**src/rtl/temp_result_pkg.sv**
```systemverilog
package temp_result_pkg;
  localparam int SAMPLE_W = 12;
  localparam int WORD_W   = 16;
  localparam int RES_W    = 2;
  localparam int MIN_RES  = 9;
  localparam int PAD_W    = WORD_W - SAMPLE_W;
  localparam int NUM_RES  = 1 << RES_W;

  typedef struct packed {
    logic loadReg;
    logic fwdSample;
  } ctrlStrobe_t;
endpackage

```
**src/rtl/temp_result_ctrl.sv**
```systemverilog
module temp_result_ctrl
  import temp_result_pkg::*;
(
  input  logic        convDone,
  input  logic        readBusy,
  output ctrlStrobe_t strobe
);
  // A read in progress masks only the readable register, never the alarm feed.
  always_comb begin
    strobe.fwdSample = convDone;
    strobe.loadReg   = convDone & ~readBusy;
  end
endmodule

```
**src/rtl/temp_result_dp.sv**
```systemverilog
module temp_result_dp
  import temp_result_pkg::*;
#(
  parameter int SW = SAMPLE_W,
  parameter int WW = WORD_W,
  parameter int RW = RES_W,
  parameter int MR = MIN_RES
) (
  input  logic          clk,
  input  logic          rstN,
  input  ctrlStrobe_t   strobe,
  input  logic [SW-1:0] sample,
  input  logic [RW-1:0] resSel,
  output logic [WW-1:0] tempWord,
  output logic          alarmValid,
  output logic [WW-1:0] alarmData
);
  localparam int NR = 1 << RW;
  localparam int PW = WW - SW;

  logic [WW-1:0] maskTable [NR];
  logic [WW-1:0] aligned;
  logic [WW-1:0] truncated;

  // One keep-mask per resolution setting: the top (MR + i) bits are set.
  for (genvar i = 0; i < NR; i++) begin : g_mask
    localparam int KEEP = MR + i;
    assign maskTable[i] = ~(WW'({WW{1'b1}}) >> KEEP);
  end

  assign aligned   = {sample, {PW{1'b0}}};
  assign truncated = aligned & maskTable[resSel];

  always_ff @(posedge clk) begin
    if (!rstN) begin
      tempWord   <= '0;
      alarmValid <= 1'b0;
      alarmData  <= '0;
    end else begin
      alarmValid <= strobe.fwdSample;
      if (strobe.fwdSample) alarmData <= truncated;
      if (strobe.loadReg)   tempWord  <= truncated;
    end
  end
endmodule

```
**src/rtl/temp_result_reg.sv**
```systemverilog
module temp_result_reg
  import temp_result_pkg::*;
(
  input  logic                clk,
  input  logic                rstN,
  input  logic                convDone,
  input  logic [SAMPLE_W-1:0] convData,
  input  logic [RES_W-1:0]    resSel,
  input  logic                readBusy,
  output logic [WORD_W-1:0]   tempWord,
  output logic                alarmValid,
  output logic [WORD_W-1:0]   alarmData
);
  ctrlStrobe_t strobe;

  temp_result_ctrl u_ctrl (
    .convDone (convDone),
    .readBusy (readBusy),
    .strobe   (strobe)
  );

  temp_result_dp u_dp (
    .clk        (clk),
    .rstN       (rstN),
    .strobe     (strobe),
    .sample     (convData),
    .resSel     (resSel),
    .tempWord   (tempWord),
    .alarmValid (alarmValid),
    .alarmData  (alarmData)
  );
endmodule

```
**config.mk**
```make
export PLATFORM = sky130hd
export DESIGN_NAME = temp_result_reg
export DESIGN_NICKNAME = d
export VERILOG_FILES = /design/src/rtl/temp_result_pkg.sv /design/src/rtl/temp_result_ctrl.sv /design/src/rtl/temp_result_dp.sv /design/src/rtl/temp_result_reg.sv
export SDC_FILE = /design/constraint.sdc
export NUM_CORES = 1
export LEC_CHECK = 0
export BUFFER_PORTS_ARGS = -buffer_cell sky130_fd_sc_hd__clkbuf_2
export CAP_MARGIN = 40
export CELL_PAD_IN_SITES_DETAIL_PLACEMENT = 0
export CELL_PAD_IN_SITES_GLOBAL_PLACEMENT = 1
export CORE_MARGIN = 5
export CORE_UTILIZATION = 34
export CTS_BUF_LIST = sky130_fd_sc_hd__clkbuf_16
export DETAILED_ROUTE_END_ITERATION = 12
export GPL_ROUTABILITY_DRIVEN = 0
export GPL_TIMING_DRIVEN = 0
export PLACE_DENSITY_LB_ADDON = 0.1
export RECOVER_POWER = 100
export SLEW_MARGIN = 20
export SYNTH_ARGS = -nofsm -noshare
export SYNTH_HDL_FRONTEND = slang
export SYNTH_SLANG_ARGS = --single-unit
```
**constraint.sdc**
```tcl
create_clock -name clk -period 1.6 [get_ports clk]
set_input_delay 0.08 -clock clk [delete_from_list [all_inputs] [get_ports clk]]
set_output_delay 0.08 -clock clk [all_outputs]
set_load 0.03 [all_outputs]
```
# Word-level counts from Yosys, hierarchy flattened
# Cells that the tools add are included.
[word_totals]
register_bits = 33
inputBits = 18
output_inout_bits = 33
elab_cells = 11
[op_classes]
order_cmp = 1
mux = 3
n_bitwise = 4
[ops]
columns = ["operator", "count"]
rows = [
  ["$bmux W16 S2", 1],
  ["$mux W16", 2],
  ["$and A16 B16 Y16", 1],
  ["$ge A3 B3 Y1 const B", 1],
  ["$not A2 Y3", 1],
  ["$and A1 B1 Y1", 1],
  ["$not A1 Y1", 1],
]

# Logic depth before layout (Yosys ltp)
[depth]
depth_word = 5
ltp_mapped = 5
ltp_nobuf = 3

# By module
# Synthesis repeated with hierarchy kept, for this count alone.
[hier_totals]
hier_cells = 97
hier_area_um2 = 1048.5
[modules_own_cells]
columns = ["module", "instances", "cells_per_inst", "area_each_um2", "seq_area_each_um2"]
rows = [
  ["temp_result_dp", 1, 95, 1027.2, 500.5],
  ["temp_result_ctrl", 1, 2, 21.3, 0.0],
]

# Least setup slack after synthesis
# OpenSTA, ideal clock, no wires.
[synth_timing]
kind = "register to register"
start = "register u_dp.alarmData[5] (netlist name)"
end = "register u_dp.alarmData[5]"
setup_time_ns = 0.070
arrival_ns = 0.686
required_time_ns = 1.530
setup_slack_ns = 0.844
stages_incl_launch_ff = 3
path_buffers = 0
synth_period_minus_slack_ns = 0.756
path_cell_list = "dfxtp_1 -> nand2b_1 -> a21boi_1"
[synth_lines]
columns = ["element", "line", "text"]
rows = [
  ["end signal: assignment", "temp_result_dp.sv:41", "if (strobe.fwdSample) alarmData <= truncated;"],
  ["end: declaration", "temp_result_dp.sv:16", "output logic [WW-1:0] alarmData"],
]

# Worst setup path in the final report
[layout_timing]
start = "input port convDone"
end = "register u_dp.tempWord[9]"
[layout_via]
elab_chain_len = 1
[layout_lines]
columns = ["element", "line", "text"]
rows = [
  ["start: declaration", "temp_result_reg.sv:6", "input logic convDone,"],
  ["$and A1 B1 Y1", "temp_result_ctrl.sv:11", "strobe.loadReg = convDone & ~readBusy;"],
  ["end signal: assignment", "temp_result_dp.sv:42", "if (strobe.loadReg) tempWord <= truncated;"],
  ["end: declaration", "temp_result_dp.sv:14", "output logic [WW-1:0] tempWord,"],
]
# No other way between the ends.
# A chain may end at the register's enable or synchronous reset.

==> results.py <==
metrics = {
    "run_status": {
        "outcome": "completed",
    },
    "setup_path": {
        "critPathBufInv": 2,
        "crit_fanout": 10,
        "cpMostUsedCell": "clkbuf_1",
        "cpPeakStageDelay_ns": 0.43,
        "cell_family_with_the_largest_share_of_critical_path_delay": "buffers and inverters",
        "worst_setup_ep_type": "flop",
        "critPathSlowestCell": "clkbuf_1",
        "cp_cell_sequence": "clkbuf_1 > and2b_4 > clkbuf_1 > nand2_1 > a21boi_0",
        "crit_path_kind": "in -> reg",
        "critical_path_arrival_ns": 1.32,
        "startpoint_type": "input pin",
        "critical_path_required_ns": 1.79,
        "ff2ff_setup_slack_ns": 0.97,
    },
    "yosys": {
        "dominantRegCellSynth": "dfxtp_1",
        "synth.largest_area_cell": "dfxtp_1",
        "ys_ff_latch": 25,
        "synth.yosys.seq_area_share_pct": 49.4,
        "post_synth_main_area_contributors": "dfxtp_1 (49%), mux2i_1 (8.9%), a21boi_1 (8.2%)",
        "post-synth-top-area-fraction_pct": 49.4,
        "synth_cell_type_count": 19,
        "number_of_warnings_issued_by_yosys": 0,
        "gate_count_of_the_mapped_netlist": 106,
        "synth_edf_count": 0,
        "synth_area_sq_um": 1010,
        "postSynthAreaPerCell_sq_um": 9.55,
        "asyncSetResetFlopFracSynth_pct": 0,
    },
    "die": {
        "fp.dieArea_sq_um": 4170,
        "floorplan.rows": 19,
        "core_area_sq_um": 2810,
        "ioPinCount": 51,
        "start_util_pct": 36.1,
        "die-width_um": 64.6,
        "dieHeight_um": 64.6,
    },
    "clock_network": {
        "sinks_on_the_clock_net": 25,
        "postCtsSetupRepairBufs": 0,
        "clock_tree.root_cell": "clkbuf_16",
        "cts-resized-gates": 0,
        "tritoncts.num_buffers": 3,
        "cts-hold-fix-buffers": 0,
        "cts_htree_levels": 1,
        "clock_slew_seen_by_the_registers_of_the_worst_setup_and_hold_paths_ns": 0.06,
        "tritoncts_clock_tree": "yes",
        "cts-root-to-sink-buffers": 2,
        "clock_latency_ns": 0.26,
    },
    "pwr": {
        "power_leakage_uw": 0.000560,
        "ir_drop_mv": 0.548,
        "power-per-cell-area_nw_per_um2": 1110,
    },
    "finish": {
        "antennaDiodeCount": 0,
        "areaGrowthSynthToFinish_pct": 29.0,
        "register_area_sq_um": 500,
        "most-common-layout-cells": "clkbuf_1 (32), dfxtp_1 (25), nand2_1 (20), clkbuf_2 (15), a21boi_0 (10)",
        "fillerInstances": 316,
        "num-nets-final": 177,
        "multi_input_gate_area_in_the_final_layout_sq_um": 428,
        "post-route-cell-area_sq_um": 1310,
        "drive_above_1_share_pct": 18.4,
        "finish.cell_count_without_fillers": 189,
        "layout.cells.most_common": "clkbuf_1",
    },
    "run": {
        "max_capacitance_violation_total": 0,
    },
    "global_routing": {
        "first_global_vias": 817,
        "initial_antenna_violation_count": 0,
        "globalRouteTotalUtil_pct": 11.5,
        "grt_start_max_net_pins": 15,
        "global_route.overflow_total": 0,
        "grt_first_pass_wirelength_mm": 3.73,
    },
    "placement": {
        "portBuffers": 41,
        "place_area_sq_um": 1280,
        "dp.final_hpwl_mm": 1.79,
        "placedCellCount": 185,
    },
    "timing": {
        "finalSetupViolations": 0,
        "finalClockSkew_ns": 0,
        "setup_tns_ns": 0,
        "maxClockFrequency_ghz": 0.879,
        "maxSlewViolCount": 0,
        "post-route-period-util_pct": 71.1,
        "fin_crit_ns": 1.14,
        "grt_setup_unrepaired": "no",
        "maxSlewHeadroom_pct": 61.9,
        "finalHoldViolations": 0,
        "tightestPinTransition_ns": 0.572,
    },
    "route": {
        "drcViolationCount": 0,
        "wl_per_cell_um": 12.2,
        "number_of_vias_after_detailed_routing": 842,
        "drt_first_pass_iters": 4,
        "antenna_violating_nets_post_route": 0,
        "routed_wl_mm": 2.31,
        "drt-vias-per-instance": 4.46,
        "drt-initial-drc-count": 27,
    },
    "min_path": {
        "timing.hold.worst.class": "in -> reg",
    },
}
==> flip-flops by register name, indices dropped and copies added, names as in the netlist <==
signal	cells
u_dp.tempWord	12
u_dp.alarmValid	1
u_dp.alarmData	12
==> per-layer routing <==
layer,global-route usage [%],routed length [um],vias up
met5,0,0,-
met4,6.33,36,0
met3,4.32,192,4
met2,18.0,1030,30
met1,13.7,1040,373
li1,-,-,435
==> through the flow <==
stage / utilization (%) / hold slack [ns] / total power [uW] / worst slack, ns
final: 46.6 / 0.0613 / 1440 / 0.463
after global routing: 46.6 / 0.0741 / 1510 / 0.333
after CTS: 48.6 / 0.0528 / 1480 / 0.698
after detailed placement: 45.7 / 0.325 / 927 / 0.711
after global placement: 45.7 / 0.319 / 923 / 0.727
after floorplan: - / 0.204 / 853 / 0.844
==> worst reg2reg max path, delay by kind of cell, from the launching register on <==
family / cells / cell delay (ns)
simple gates: 1 / 0.05
compound gates: 1 / 0.17
flops: 1 / 0.34
==> cells by family (layout without fill, tap and decap cells) <==
logic type	Yosys count	in the layout	synth area share, %
mux	9	9	8.90
compound gates	16	16	11.0
simple gates	40	40	19.8
buf+inv	15	60	10.5
other cells	1	8	0.370
flops	25	25	49.4
==> synth_stat cells (2+ instances only) <==
| library cell | number |
|---|---|
| a21boi_1 | 11 |
| buf_4 | 11 |
| dfxtp_1 | 25 |
| mux2i_1 | 9 |
| nand2_1 | 20 |
| nand2b_1 | 2 |
| nand3_1 | 5 |
| nand3b_1 | 2 |
| nor2b_1 | 9 |
| o21ai_0 | 3 |
==> area by class of cell <==
cell class	count	area share [%]
Tap cell	31	2.97
Multi-Input combinational cell	73	32.8
Inverter	1	0.287
Timing Repair Buffer	41	13.2
Clock buffer	3	5.75
Clock inverter	1	0.383
Sequential cell	25	38.3
Buffer	14	6.32
==> power breakdown <==
part           internal [uW]  total (uW)  leakage [uW]  switching, uW
clock network            336         551     0.0000409            215
registers                653         667      0.000205           14.1
logic                   73.9         226      0.000314            152
==> worst paths after layout <==
kind	from	end	cells past startpoint
setup / recovery	convDone	u_dp.tempWord[9]	5
hold / removal	convData[11]	u_dp.tempWord[15]	3
setup reg to reg	u_dp.tempWord[13]	u_dp.tempWord[13]	2
hold reg to reg	u_dp.tempWord[15]	u_dp.tempWord[15]	2
(Power assumes the default switching activity.)
